==> src/rtl/irq_status_pkg.sv <==
package irq_status_pkg;
    localparam int DATA_W  = 8;
    localparam int NSRC    = 4;
    localparam int SRC_LSB = DATA_W - NSRC;
    localparam int REV_W   = 2;

    localparam int ADDR_STATUS = 0;
    localparam int ADDR_STICKY = 1;
    localparam int ADDR_MASK   = 2;

    typedef enum logic [0:0] {
        IRQ_QUIET  = 1'b0,
        IRQ_RAISED = 1'b1
    } irq_state_e;
endpackage

==> src/rtl/irq_sticky_bit.sv <==
module irq_sticky_bit (
    input  logic clk,
    input  logic rst_n,
    input  logic cond,
    input  logic clr,
    output logic flag
);
    logic cond_q;
    logic rise;

    assign rise = cond & ~cond_q;

    always_ff @(posedge clk or negedge rst_n) begin
        if (!rst_n) begin
            cond_q <= 1'b0;
            flag   <= 1'b0;
        end else begin
            cond_q <= cond;
            if (rise)
                flag <= 1'b1;
            else if (clr)
                flag <= 1'b0;
        end
    end
endmodule

==> src/rtl/irq_regmux.sv <==
module irq_regmux
    import irq_status_pkg::*;
#(
    parameter int ADDR_W = 4,
    parameter logic [REV_W-1:0] REV_ID = 2'd1
) (
    input  logic              clk,
    input  logic              rst_n,
    input  logic [ADDR_W-1:0] addr,
    input  logic              we,
    input  logic [NSRC-1:0]   wsrc,
    input  logic [NSRC-1:0]   cond,
    input  logic [NSRC-1:0]   sticky,
    output logic [NSRC-1:0]   mask,
    output logic [DATA_W-1:0] rdata
);
    logic mask_wr;

    assign mask_wr = we && (addr == ADDR_W'(ADDR_MASK));

    always_ff @(posedge clk or negedge rst_n) begin
        if (!rst_n)
            mask <= '0;
        else if (mask_wr)
            mask <= wsrc;
    end

    always_comb begin
        rdata = '0;
        if (addr == ADDR_W'(ADDR_STATUS)) begin
            rdata[DATA_W-1:SRC_LSB] = cond;
            rdata[REV_W-1:0]        = REV_ID;
        end else if (addr == ADDR_W'(ADDR_STICKY)) begin
            rdata[DATA_W-1:SRC_LSB] = sticky;
        end else if (addr == ADDR_W'(ADDR_MASK)) begin
            rdata[DATA_W-1:SRC_LSB] = mask;
        end
    end
endmodule

==> src/rtl/irq_pin_fsm.sv <==
module irq_pin_fsm
    import irq_status_pkg::*;
(
    input  logic clk,
    input  logic rst_n,
    input  logic pending,
    output logic irq_n
);
    irq_state_e state, state_nx;

    always_ff @(posedge clk or negedge rst_n) begin
        if (!rst_n)
            state <= IRQ_QUIET;
        else
            state <= state_nx;
    end

    always_comb begin
        state_nx = state;
        unique case (state)
            IRQ_QUIET:  if (pending)  state_nx = IRQ_RAISED;
            IRQ_RAISED: if (!pending) state_nx = IRQ_QUIET;
            default:                  state_nx = IRQ_QUIET;
        endcase
    end

    always_comb begin
        unique case (state)
            IRQ_RAISED: irq_n = 1'b0;
            default:    irq_n = 1'b1;
        endcase
    end
endmodule

==> src/rtl/irq_status_ctl.sv <==
module irq_status_ctl
    import irq_status_pkg::*;
#(
    parameter int ADDR_W = 4,
    parameter logic [REV_W-1:0] REV_ID = 2'd1
) (
    input  logic                clk,
    input  logic                rst_n,
    input  logic [NSRC-1:0]     cond_i,
    input  logic [ADDR_W-1:0]   reg_addr,
    input  logic                reg_we,
    input  logic [DATA_W-1:0]   reg_wdata,
    output logic [DATA_W-1:0]   reg_rdata,
    output logic                irq_n
);
    logic [NSRC-1:0] sticky;
    logic [NSRC-1:0] mask;
    logic [NSRC-1:0] wsrc;
    logic            sticky_wr;
    logic            pending;
    logic            unused_wdata_lo;

    assign wsrc            = reg_wdata[DATA_W-1:SRC_LSB];
    assign unused_wdata_lo = ^reg_wdata[SRC_LSB-1:0];
    assign sticky_wr       = reg_we && (reg_addr == ADDR_W'(ADDR_STICKY));

    for (genvar g = 0; g < NSRC; g++) begin : g_src
        irq_sticky_bit u_bit (
            .clk   (clk),
            .rst_n (rst_n),
            .cond  (cond_i[g]),
            .clr   (sticky_wr & ~wsrc[g]),
            .flag  (sticky[g])
        );
    end

    irq_regmux #(.ADDR_W(ADDR_W), .REV_ID(REV_ID)) u_regs (
        .clk    (clk),
        .rst_n  (rst_n),
        .addr   (reg_addr),
        .we     (reg_we),
        .wsrc   (wsrc),
        .cond   (cond_i),
        .sticky (sticky),
        .mask   (mask),
        .rdata  (reg_rdata)
    );

    assign pending = |(sticky & ~mask);

    irq_pin_fsm u_pin (
        .clk     (clk),
        .rst_n   (rst_n),
        .pending (pending),
        .irq_n   (irq_n)
    );
endmodule

==> config.mk <==
export PLATFORM = sky130hd
export DESIGN_NAME = irq_status_ctl
export DESIGN_NICKNAME = d
export VERILOG_FILES = /design/src/rtl/irq_status_pkg.sv /design/src/rtl/irq_sticky_bit.sv /design/src/rtl/irq_regmux.sv /design/src/rtl/irq_pin_fsm.sv /design/src/rtl/irq_status_ctl.sv
export SDC_FILE = /design/constraint.sdc
export NUM_CORES = 1
export LEC_CHECK = 0
export ABC_AREA = 1
export BUFFER_PORTS_ARGS = -buffer_cell sky130_fd_sc_hd__buf_2
export CAP_MARGIN = 10
export CORE_UTILIZATION = 40
export CTS_CLUSTER_DIAMETER = 200
export DETAILED_ROUTE_END_ITERATION = 6
export PLACE_DENSITY = 0.68
export SKIP_CTS_REPAIR_TIMING = 1
export SLEW_MARGIN = 20
export SYNTH_ARGS = -nofsm -noshare
export SYNTH_HDL_FRONTEND = slang
export SYNTH_SLANG_ARGS = --single-unit
==> constraint.sdc <==
create_clock -name clk -period 0.9 [get_ports clk]
set_input_delay 0.09 -clock clk [delete_from_list [all_inputs] [get_ports clk]]
set_output_delay 0.09 -clock clk [all_outputs]
set_load 0.03 [all_outputs]
==> results of run 1 <==
## routing by layer
metal	vias up	share of wire	GRT usage
li1	340	-	-
met1	302	0.44	0.212
met2	16	0.51	0.275
met3	5	0.028	0.0250
met4	0	0.020	0.0938
met5	-	0	0
## state kept, by name, summed over array words and instances, names as in the netlist
register and flops:
g_src.u_bit.flag 4, u_pin.state 1, g_src.u_bit.cond_q 4, u_regs.mask 4
## cell usage in the layout, fill, tap and decap left out
master and instances:
nand2_1 17, inv_1 16, buf_2 14, dfrtp_1 13, buf_4 11, nand3_1 9, nand4_1 8, dlygate4sd3_1 5
buf_6 5, nor2_4 3, nand3_2 3, o21ai_1 3, conb_1 3, clkbuf_4 3, o22ai_1 2, nor4_4 1
inv_2 1, nand3_4 1, o21ai_2 1, clkbuf_1 1, buf_12 1
## stage by stage
stage	setup TNS, ns	setup WS (ns)	utilization	hold slack (ns)	area (µm²)
after floorplan	0	0.0169	-	-0.206	704
after global placement	-0.245	-0.0419	0.566	-0.00927	882
after detailed placement	-0.439	-0.0668	0.566	-0.00354	882
after CTS	-0.946	-0.229	0.583	-0.304	908
after global routing	-0.958	-0.236	0.657	0.0676	1020
final	-0.788	-0.195	0.657	0.0481	1020
## cell families after synthesis
logic type,count (synthesis),synth area share
buffers and inverters,21,0.136
DFF,13,0.471
other,1,0.00543
and+or+nand+nor,42,0.335
AOI/OAI and AO/OA,6,0.0525
## power by group
part	switching [W]	internal, W	leakage (nW)
Sequential	0.0000452	0.000638	0.142
Combinational	0.000177	0.000155	0.410
Clock	0.000188	0.000172	0.0150
## final cells by class
type | instances | share of cell area
flip-flops and latches | 13 | 0.318
repair buffers | 36 | 0.273
multi-input cells | 51 | 0.302
well taps | 16 | 0.0196
clock buffers | 4 | 0.0257
inverters | 17 | 0.0623
## worst min-delay path by stage
stage,start,endpoint,slack (ns),cells past startpoint
2_1_floorplan,rst_n,g_src[0].u_bit.cond_q$_DFF_PN0_,-0.21,0
3_3_place_gp,rst_n,g_src[2].u_bit.cond_q$_DFF_PN0_,-0.009,1
3_5_place_dp,rst_n,g_src[2].u_bit.cond_q$_DFF_PN0_,-0.004,1
4_1_cts,rst_n,g_src[2].u_bit.cond_q$_DFF_PN0_,-0.30,1
5_1_grt,cond_i[3],g_src[3].u_bit.flag$_DFFE_PN0P_,0.07,3
6_report,cond_i[3],g_src[3].u_bit.flag$_DFFE_PN0P_,0.05,3
## tightest hold or removal path, cell delays in order
cell and delay (ns):
buf_2 0.10, nand2_1 0.05, nand2_1 0.05
==> impl_metrics.py, run 1 <==
metrics = {
    "status": {
        "status": "complete, but fails checks",
        "failed_checks": "design-rule violations, negative setup slack",
    },
    "critical_path": {
        "cp_data_arrival_time_ns": 1.01,
        "crit_required_ns": 0.81,
        "critPathLaunchType": "flop",
        "end_kind": "primary output",
        "cp_max_fo": 3,
        "r2r_cells": 3,
        "max_stage_delay_ns": 0.41,
        "endpoint": "reg_rdata[4]",
        "path_buf_inv": 1,
        "crit_slowest_cell": "dfrtp_1",
        "reg2reg_from": "u_regs.mask[2]$_DFFE_PN0P_",
        "cp.depth": 3,
        "critical_path_class": "reg -> out",
        "crit_top_cell": "nand3_1",
        "r2r-end": "u_regs.mask[2]$_DFFE_PN0P_",
        "crit_start": "u_regs.mask[0]$_DFFE_PN0P_",
        "reg2reg_slack_ns": 0.12,
        "cp_cell_sequence": "nand3_1 > nand3_1 > buf_6",
        "critical-path-top-delay-family": "flip-flops",
    },
    "timing": {
        "rsz0062_at_grt": "true",
        "timing_hold_violations_final": 0,
        "min_period_ns": 1.10,
        "slew_viol_final": 0,
        "finalCritPeriodShare": 1.22,
        "fin_worst_skew_ns": 0.00209,
        "setup_viol": 5,
        "fin_ws_ns": -0.195,
        "timing.fmax_ghz": 0.913,
    },
    "place": {
        "dpl.hpwl_mm": 1.12,
        "dp_cells": 127,
        "gp_congestion": 0.759,
        "io_buffer_count": 20,
    },
    "floorplan": {
        "rows": 14,
        "core_um2": 1560,
        "io_pins": 28,
        "initial_core_util": 0.443,
        "die_h_um": 43.6,
        "die_w_um": 43.6,
        "dieArea_um2": 1900,
    },
    "logic_synthesis": {
        "syn_inst": 83,
        "yosysUniqueCellTypes": 14,
        "synth_edf_count": 0,
        "synth_largest_area_cell": "dfrtp_1",
        "syn_area_um2": 691,
        "async_flop_share": 1.00,
        "synth-seq-cells": 13,
        "ys_warn_count": 0,
        "yosysTopAreaCellShare": 0.471,
        "seq_area_frac_synth": 0.471,
        "synth_area_leaders": "dfrtp_1, nand2_1, nand3_1",
        "synth.most_common_cell": "nand2_1",
        "synth.avg_cell_area_um2": 8.32,
        "synthFlopType": "dfrtp_1",
        "netlist_top_cells_count": "nand2_1, inv_1, dfrtp_1",
    },
    "final_layout": {
        "diodes": 0,
        "final_nets": 141,
        "multi_input_comb_area_um2": 309,
        "fillers": 123,
        "area_growth_syn_to_layout_pct": 48.2,
        "layout-drive-gt1-share": 0.364,
        "seqCellArea_um2": 325,
        "final_cells": 137,
    },
    "power_and_ir_drop": {
        "leakagePower_nw": 0.567,
        "ir_worst_vdd_mv": 0.877,
        "total_power_w": 0.00138,
        "power_density_nw_per_um2": 1340,
    },
    "routing": {
        "wl_per_cell_um": 10.9,
        "via_per_inst": 4.84,
        "wl_mm": 1.49,
        "drc": 4,
        "dr.first_iter.drc_count": 17,
        "via_count": 663,
        "antenna_left": 0,
        "dr.pass1.iters": 7,
    },
    "worst_hold_path": {
        "hold_class": "in -> reg",
    },
    "global_routing": {
        "grt_pass1_wl_mm": 2.34,
        "grt_pass1_vias": 568,
        "antenna_found_initial": 0,
        "grt_overflow": 0,
        "grt_use_total": 0.168,
        "grt_max_degree": 16,
    },
    "cts": {
        "clk_path_buf_depth": 2,
        "root_buffer": "clkbuf_4",
        "clock_latency_ns": 0.28,
        "numCtsBuffers": 3,
        "cts_tree": "yes",
        "clock-sinks": 13,
        "path_clk_slew_ns": 0.08,
        "htree_num_levels": 1,
    },
    "run": {
        "maxCapViolations": 0,
    },
}
Note: power is estimated with default switching activity, not from simulation.
==> inputs of run 2 (changes only) <==
--- a/config.mk
+++ b/config.mk
@@ -8,10 +8,10 @@
 export ABC_AREA = 1
 export BUFFER_PORTS_ARGS = -buffer_cell sky130_fd_sc_hd__buf_2
 export CAP_MARGIN = 10
-export CORE_UTILIZATION = 40
+export CORE_ASPECT_RATIO = 0.75
+export CORE_UTILIZATION = 35
 export CTS_CLUSTER_DIAMETER = 200
 export DETAILED_ROUTE_END_ITERATION = 6
-export PLACE_DENSITY = 0.68
 export SKIP_CTS_REPAIR_TIMING = 1
 export SLEW_MARGIN = 20
 export SYNTH_ARGS = -nofsm -noshare
==> run 2 against run 1 <==
Effect of this change: the run ends with negative setup slack left; largest power group unchanged; worst hold slack about the same; sequential power about the same; highest routed layer unchanged; via count up 2.1%; critical endpoint is now reg_rdata[6].
==> impl_metrics.py, run 2 (same netlist as run 1, synthesis figures left out) <==
metrics = {
    "routing": {
        "wl_per_cell_um": 12.0,
        "dr.first_iter.drc_count": 9,
        "dr.pass1.iters": 4,
        "drc": 0,
        "via_per_inst": 4.67,
        "wl_mm": 1.74,
        "via_count": 677,
        "antenna_left": 0,
    },
    "timing": {
        "timing.fmax_ghz": 0.911,
        "setup_viol": 5,
        "rsz0062_at_grt": "true",
        "min_period_ns": 1.10,
        "tns_ns": -0.743,
        "finalCritPeriodShare": 1.22,
        "fin_ws_ns": -0.198,
        "fin_worst_skew_ns": 0.00405,
        "timing_hold_violations_final": 0,
        "slew_viol_final": 0,
    },
    "power_and_ir_drop": {
        "ir_worst_vdd_mv": 0.799,
        "power_density_nw_per_um2": 1310,
        "leakagePower_nw": 0.600,
    },
    "global_routing": {
        "grt_pass1_wl_mm": 2.37,
        "antenna_found_initial": 0,
        "use_met1": 0.220,
        "met3_usage": 0.0871,
        "grt_overflow": 0,
        "grt_pass1_vias": 530,
        "grt_max_degree": 18,
        "busiest_layer": "met2",
        "grt_use_total": 0.166,
        "grt_util_met2": 0.228,
    },
    "floorplan": {
        "io_pins": 28,
        "core_um2": 1790,
        "die_h_um": 40.5,
        "die_w_um": 53.3,
        "rows": 13,
        "dieArea_um2": 2160,
        "initial_core_util": 0.386,
    },
    "critical_path": {
        "reg2reg_slack_ns": -0.04,
        "critPathLaunchType": "flop",
        "cp_max_fo": 3,
        "crit_required_ns": 0.81,
        "end_kind": "primary output",
        "critical_path_class": "reg -> out",
        "cp_data_arrival_time_ns": 1.01,
    },
    "final_layout": {
        "layout-drive-gt1-share": 0.447,
        "utilization": 0.608,
        "diodes": 0,
        "layout_commonest_cell": "nand2_1",
        "seqCellArea_um2": 325,
        "top_regs": "g_src.u_bit.cond_q x4, g_src.u_bit.flag x4, u_regs.mask x4",
        "fillers": 165,
        "area_growth_syn_to_layout_pct": 57.4,
        "final_cells": 145,
        "final_cell_mix": "nand2_1, inv_1, buf_2, dfrtp_1, buf_4",
        "multi_input_comb_area_um2": 345,
        "final_nets": 143,
    },
    "status": {
        "status": "complete, but fails checks",
        "failed_checks": "negative setup slack",
    },
    "place": {
        "dp_cells": 130,
        "gp_congestion": 0.834,
        "dpl_worst_slack_ns": -0.0442,
        "io_buffer_count": 20,
        "dpl.hpwl_mm": 1.13,
    },
    "cts": {
        "htree_num_levels": 1,
        "clock-sinks": 13,
        "cts_tree": "yes",
        "path_clk_slew_ns": 0.08,
        "root_buffer": "clkbuf_4",
        "numCtsBuffers": 3,
        "clk_path_buf_depth": 2,
        "clock_latency_ns": 0.27,
    },
    "run": {
        "maxCapViolations": 0,
    },
    "worst_hold_path": {
        "hold_class": "in -> reg",
    },
}
-- run 2: cell count changes in the layout (fill, tap and decap cells not counted), sizes merged --
cell | before | now
clkinv | 0 | 1
clkbuf | 4 | 3
buf | 31 | 33
-- run 2: critical path, cell delays in order, from the launching register on --
cell     delay [ns]
dfrtp_1        0.42
nand3_2        0.10
nand3_2        0.07
buf_6          0.14
-- run 2: metal layers --
| layer | vias up | wire length, µm |
|---|---|---|
| met3 | 4 | 120 |
| met4 | 0 | 23 |
| met5 | - | 0 |
| li1 | 347 | - |
| met1 | 303 | 800 |
| met2 | 23 | 798 |
-- run 2: stage by stage --
step / power [W] / cell area [µm²] / hold WS [ns]
global route: 0.00153 / 1090 / 0.0512
detailed placement: 0.000962 / 867 / -0.00995
global placement: 0.000956 / 867 / -0.0119
CTS: 0.00131 / 895 / -0.314
finish: 0.00143 / 1090 / 0.0480
floorplan: 0.000847 / 704 / -0.206
-- run 2: report_power, final --
part | switching (W) | total, W | internal (W)
registers | 0.0000442 | 0.000682 | 0.000638
logic | 0.000208 | 0.000398 | 0.000190
clock network | 0.000183 | 0.000347 | 0.000165
-- run 2: final timing paths --
check | to | depth (start not counted) | start
min in group asynchronous | g_src[3].u_bit.cond_q$_DFF_PN0_ | 2 | rst_n
hold / removal | g_src[1].u_bit.flag$_DFFE_PN0P_ | 3 | cond_i[1]
setup reg to reg | u_pin.state$_DFF_PN0_ | 4 | u_regs.mask[2]$_DFFE_PN0P_
setup / recovery | reg_rdata[6] | 3 | u_regs.mask[2]$_DFFE_PN0P_
max in group asynchronous | g_src[0].u_bit.cond_q$_DFF_PN0_ | 2 | rst_n
hold reg to reg | g_src[1].u_bit.flag$_DFFE_PN0P_ | 3 | g_src[1].u_bit.cond_q$_DFF_PN0_
-- run 2: final cells by class --
cell class                 count  share of cell area
clock inverter                 1             0.00460
tap                           22              0.0253
inverter                      17              0.0587
multi-input combinational     51               0.318
clock buffer                   3              0.0207
sequential                    13               0.299
timing repair buffer          38               0.274
==> inputs of run 3 (changes only) <==
--- a/config.mk
+++ b/config.mk
@@ -8,10 +8,14 @@
 export ABC_AREA = 1
 export BUFFER_PORTS_ARGS = -buffer_cell sky130_fd_sc_hd__buf_2
 export CAP_MARGIN = 10
+export CELL_PAD_IN_SITES_DETAIL_PLACEMENT = 1
+export CELL_PAD_IN_SITES_GLOBAL_PLACEMENT = 1
 export CORE_ASPECT_RATIO = 0.75
-export CORE_UTILIZATION = 35
+export CORE_UTILIZATION = 32
 export CTS_CLUSTER_DIAMETER = 200
 export DETAILED_ROUTE_END_ITERATION = 6
+export MAX_ROUTING_LAYER = met4
+export PLACE_DENSITY_LB_ADDON = 0.1
 export SKIP_CTS_REPAIR_TIMING = 1
 export SLEW_MARGIN = 20
 export SYNTH_ARGS = -nofsm -noshare
==> run 3 against run 2 <==
Effect of this change: cell count rose by 0.69%; design area decreased by 0.46%; flip-flop and latch count unchanged; non-clock buffer count down 1; sequential power is 0.6% higher; fmax decreased by 1.5%; critical endpoint unchanged; highest routed layer unchanged; the flow still finishes with violations (negative setup slack); first-iteration DRC count shrank 44%.
==> impl_metrics.py, run 3 (same netlist as run 1, synthesis figures left out) <==
metrics = {
    "final_layout": {
        "layout-drive-gt1-share": 0.418,
        "design_area_um2": 1080,
        "final_nets": 142,
        "diodes": 0,
        "layout_commonest_cell": "nand2_1",
        "area_growth_syn_to_layout_pct": 56.7,
        "fillers": 251,
        "final_cell_mix": "nand2_1, inv_1, dfrtp_1, buf_2, buf_4",
        "utilization": 0.537,
        "top_regs": "g_src.u_bit.cond_q x4, g_src.u_bit.flag x4, u_regs.mask x4",
    },
    "global_routing": {
        "grt_pass1_wl_mm": 2.89,
        "grt_pass1_vias": 611,
        "grt_overflow": 0,
        "antenna_found_initial": 0,
        "grt_use_total": 0.169,
        "grt_max_degree": 18,
    },
    "critical_path": {
        "crit_start": "u_regs.mask[2]$_DFFE_PN0P_",
        "path_buf_inv": 1,
        "reg2reg_from": "g_src[1].u_bit.flag$_DFFE_PN0P_",
        "critical-path-top-delay-family": "flip-flops",
        "critical_path_class": "reg -> out",
        "cp_data_arrival_time_ns": 1.02,
        "cp_max_fo": 3,
        "crit_top_cell": "nand3_2",
        "cp_cell_sequence": "nand3_2 > nand3_2 > buf_6",
        "max_stage_delay_ns": 0.43,
        "crit_required_ns": 0.81,
        "crit_slowest_cell": "dfrtp_1",
        "end_kind": "primary output",
        "critPathLaunchType": "flop",
    },
    "power_and_ir_drop": {
        "ir_worst_vdd_mv": 0.902,
        "leakagePower_nw": 0.586,
        "total_power_w": 0.00142,
        "power_density_nw_per_um2": 1310,
    },
    "cts": {
        "cts_tree": "yes",
        "numCtsBuffers": 3,
        "clk_path_buf_depth": 2,
        "htree_num_levels": 1,
        "path_clk_slew_ns": 0.09,
        "clock-sinks": 13,
        "clock_latency_ns": 0.28,
        "root_buffer": "clkbuf_4",
    },
    "place": {
        "postPlaceCellArea_um2": 885,
        "dpl.hpwl_mm": 1.33,
        "gp_congestion": 0.753,
        "dpl_worst_slack_ns": -0.0623,
        "io_buffer_count": 20,
    },
    "floorplan": {
        "core_um2": 2010,
        "dieArea_um2": 2350,
        "die_w_um": 55.6,
        "initial_core_util": 0.343,
        "die_h_um": 42.2,
        "io_pins": 28,
        "rows": 14,
    },
    "timing": {
        "rsz0062_at_grt": "true",
        "finalCritPeriodShare": 1.24,
        "timing_hold_violations_final": 0,
        "tns_ns": -0.850,
        "min_period_ns": 1.11,
        "fin_ws_ns": -0.215,
        "timing.fmax_ghz": 0.897,
        "fin_worst_skew_ns": 0.00597,
        "setup_viol": 5,
        "slew_viol_final": 0,
    },
    "run": {
        "maxCapViolations": 0,
    },
    "routing": {
        "wl_met2_um": 874,
        "dr.pass1.iters": 3,
        "via_count": 694,
        "m1WireLength_um": 866,
        "met3WireLength_um": 101,
        "top_layer": "met4",
        "dr.first_iter.drc_count": 5,
        "antenna_left": 0,
        "via_per_inst": 4.75,
        "wl_per_cell_um": 12.7,
        "drc": 0,
        "wl_mm": 1.86,
    },
    "status": {
        "failed_checks": "negative setup slack",
        "status": "complete, but fails checks",
    },
    "worst_hold_path": {
        "worstHoldStart": "cond_i[3]",
        "hold_class": "in -> reg",
    },
}
-- run 3: changes by cell type in the layout (fill, tap and decap cells not counted), sizes merged --
cell / before / now
clkinv: 1 / 0
clkbuf: 3 / 4
buf: 33 / 32
-- run 3: tightest hold or removal path, cell delays in order --
cell	delay, ns
buf_2	0.10
nand2_1	0.05
nand2_1	0.05
-- run 3: layout make-up --
cell class              instances  area (µm²)  area share
flip-flops and latches         13         325       0.301
clock buffers                   4        26.3      0.0243
inverters                      17        63.8      0.0590
repair buffers                 37         303       0.280
multi-input cells              51         334       0.309
well taps                      24        30.0      0.0277
-- run 3: routing by layer --
layer  vias to the layer above  track usage
li1                        341            -
met1                       332        0.229
met2                        19        0.241
met3                         2       0.0679
met4                         0       0.0300
met5                         -            -
-- run 3: metrics by stage --
stage | cells | hold WS [ns]
2_1_floorplan | 85 | -0.206
3_3_place_gp | 134 | -0.00417
3_5_place_dp | 134 | -0.00140
4_1_cts | 138 | -0.310
5_1_grt | 146 | 0.0562
6_report | 146 | 0.0390
-- run 3: final timing paths --
| kind | end | slack, ns | depth (start not counted) |
|---|---|---|---|
| worst max-delay path | reg_rdata[6] | -0.21 | 3 |
| worst min-delay path | g_src[3].u_bit.flag$_DFFE_PN0P_ | 0.04 | 3 |
| worst max register to register | u_pin.state$_DFF_PN0_ | 0.04 | 5 |
| max in group asynchronous | g_src[1].u_bit.cond_q$_DFF_PN0_ | 0.44 | 2 |
| worst min register to register | g_src[1].u_bit.flag$_DFFE_PN0P_ | 0.48 | 3 |
| min in group asynchronous | u_regs.mask[2]$_DFFE_PN0P_ | 0.22 | 2 |
-- run 3: report_power, final --
part	switching, W	leakage [nW]	internal [W]	total, W
registers	0.0000486	0.142	0.000638	0.000686
logic	0.000191	0.429	0.000165	0.000356
clock network	0.000208	0.0150	0.000172	0.000380
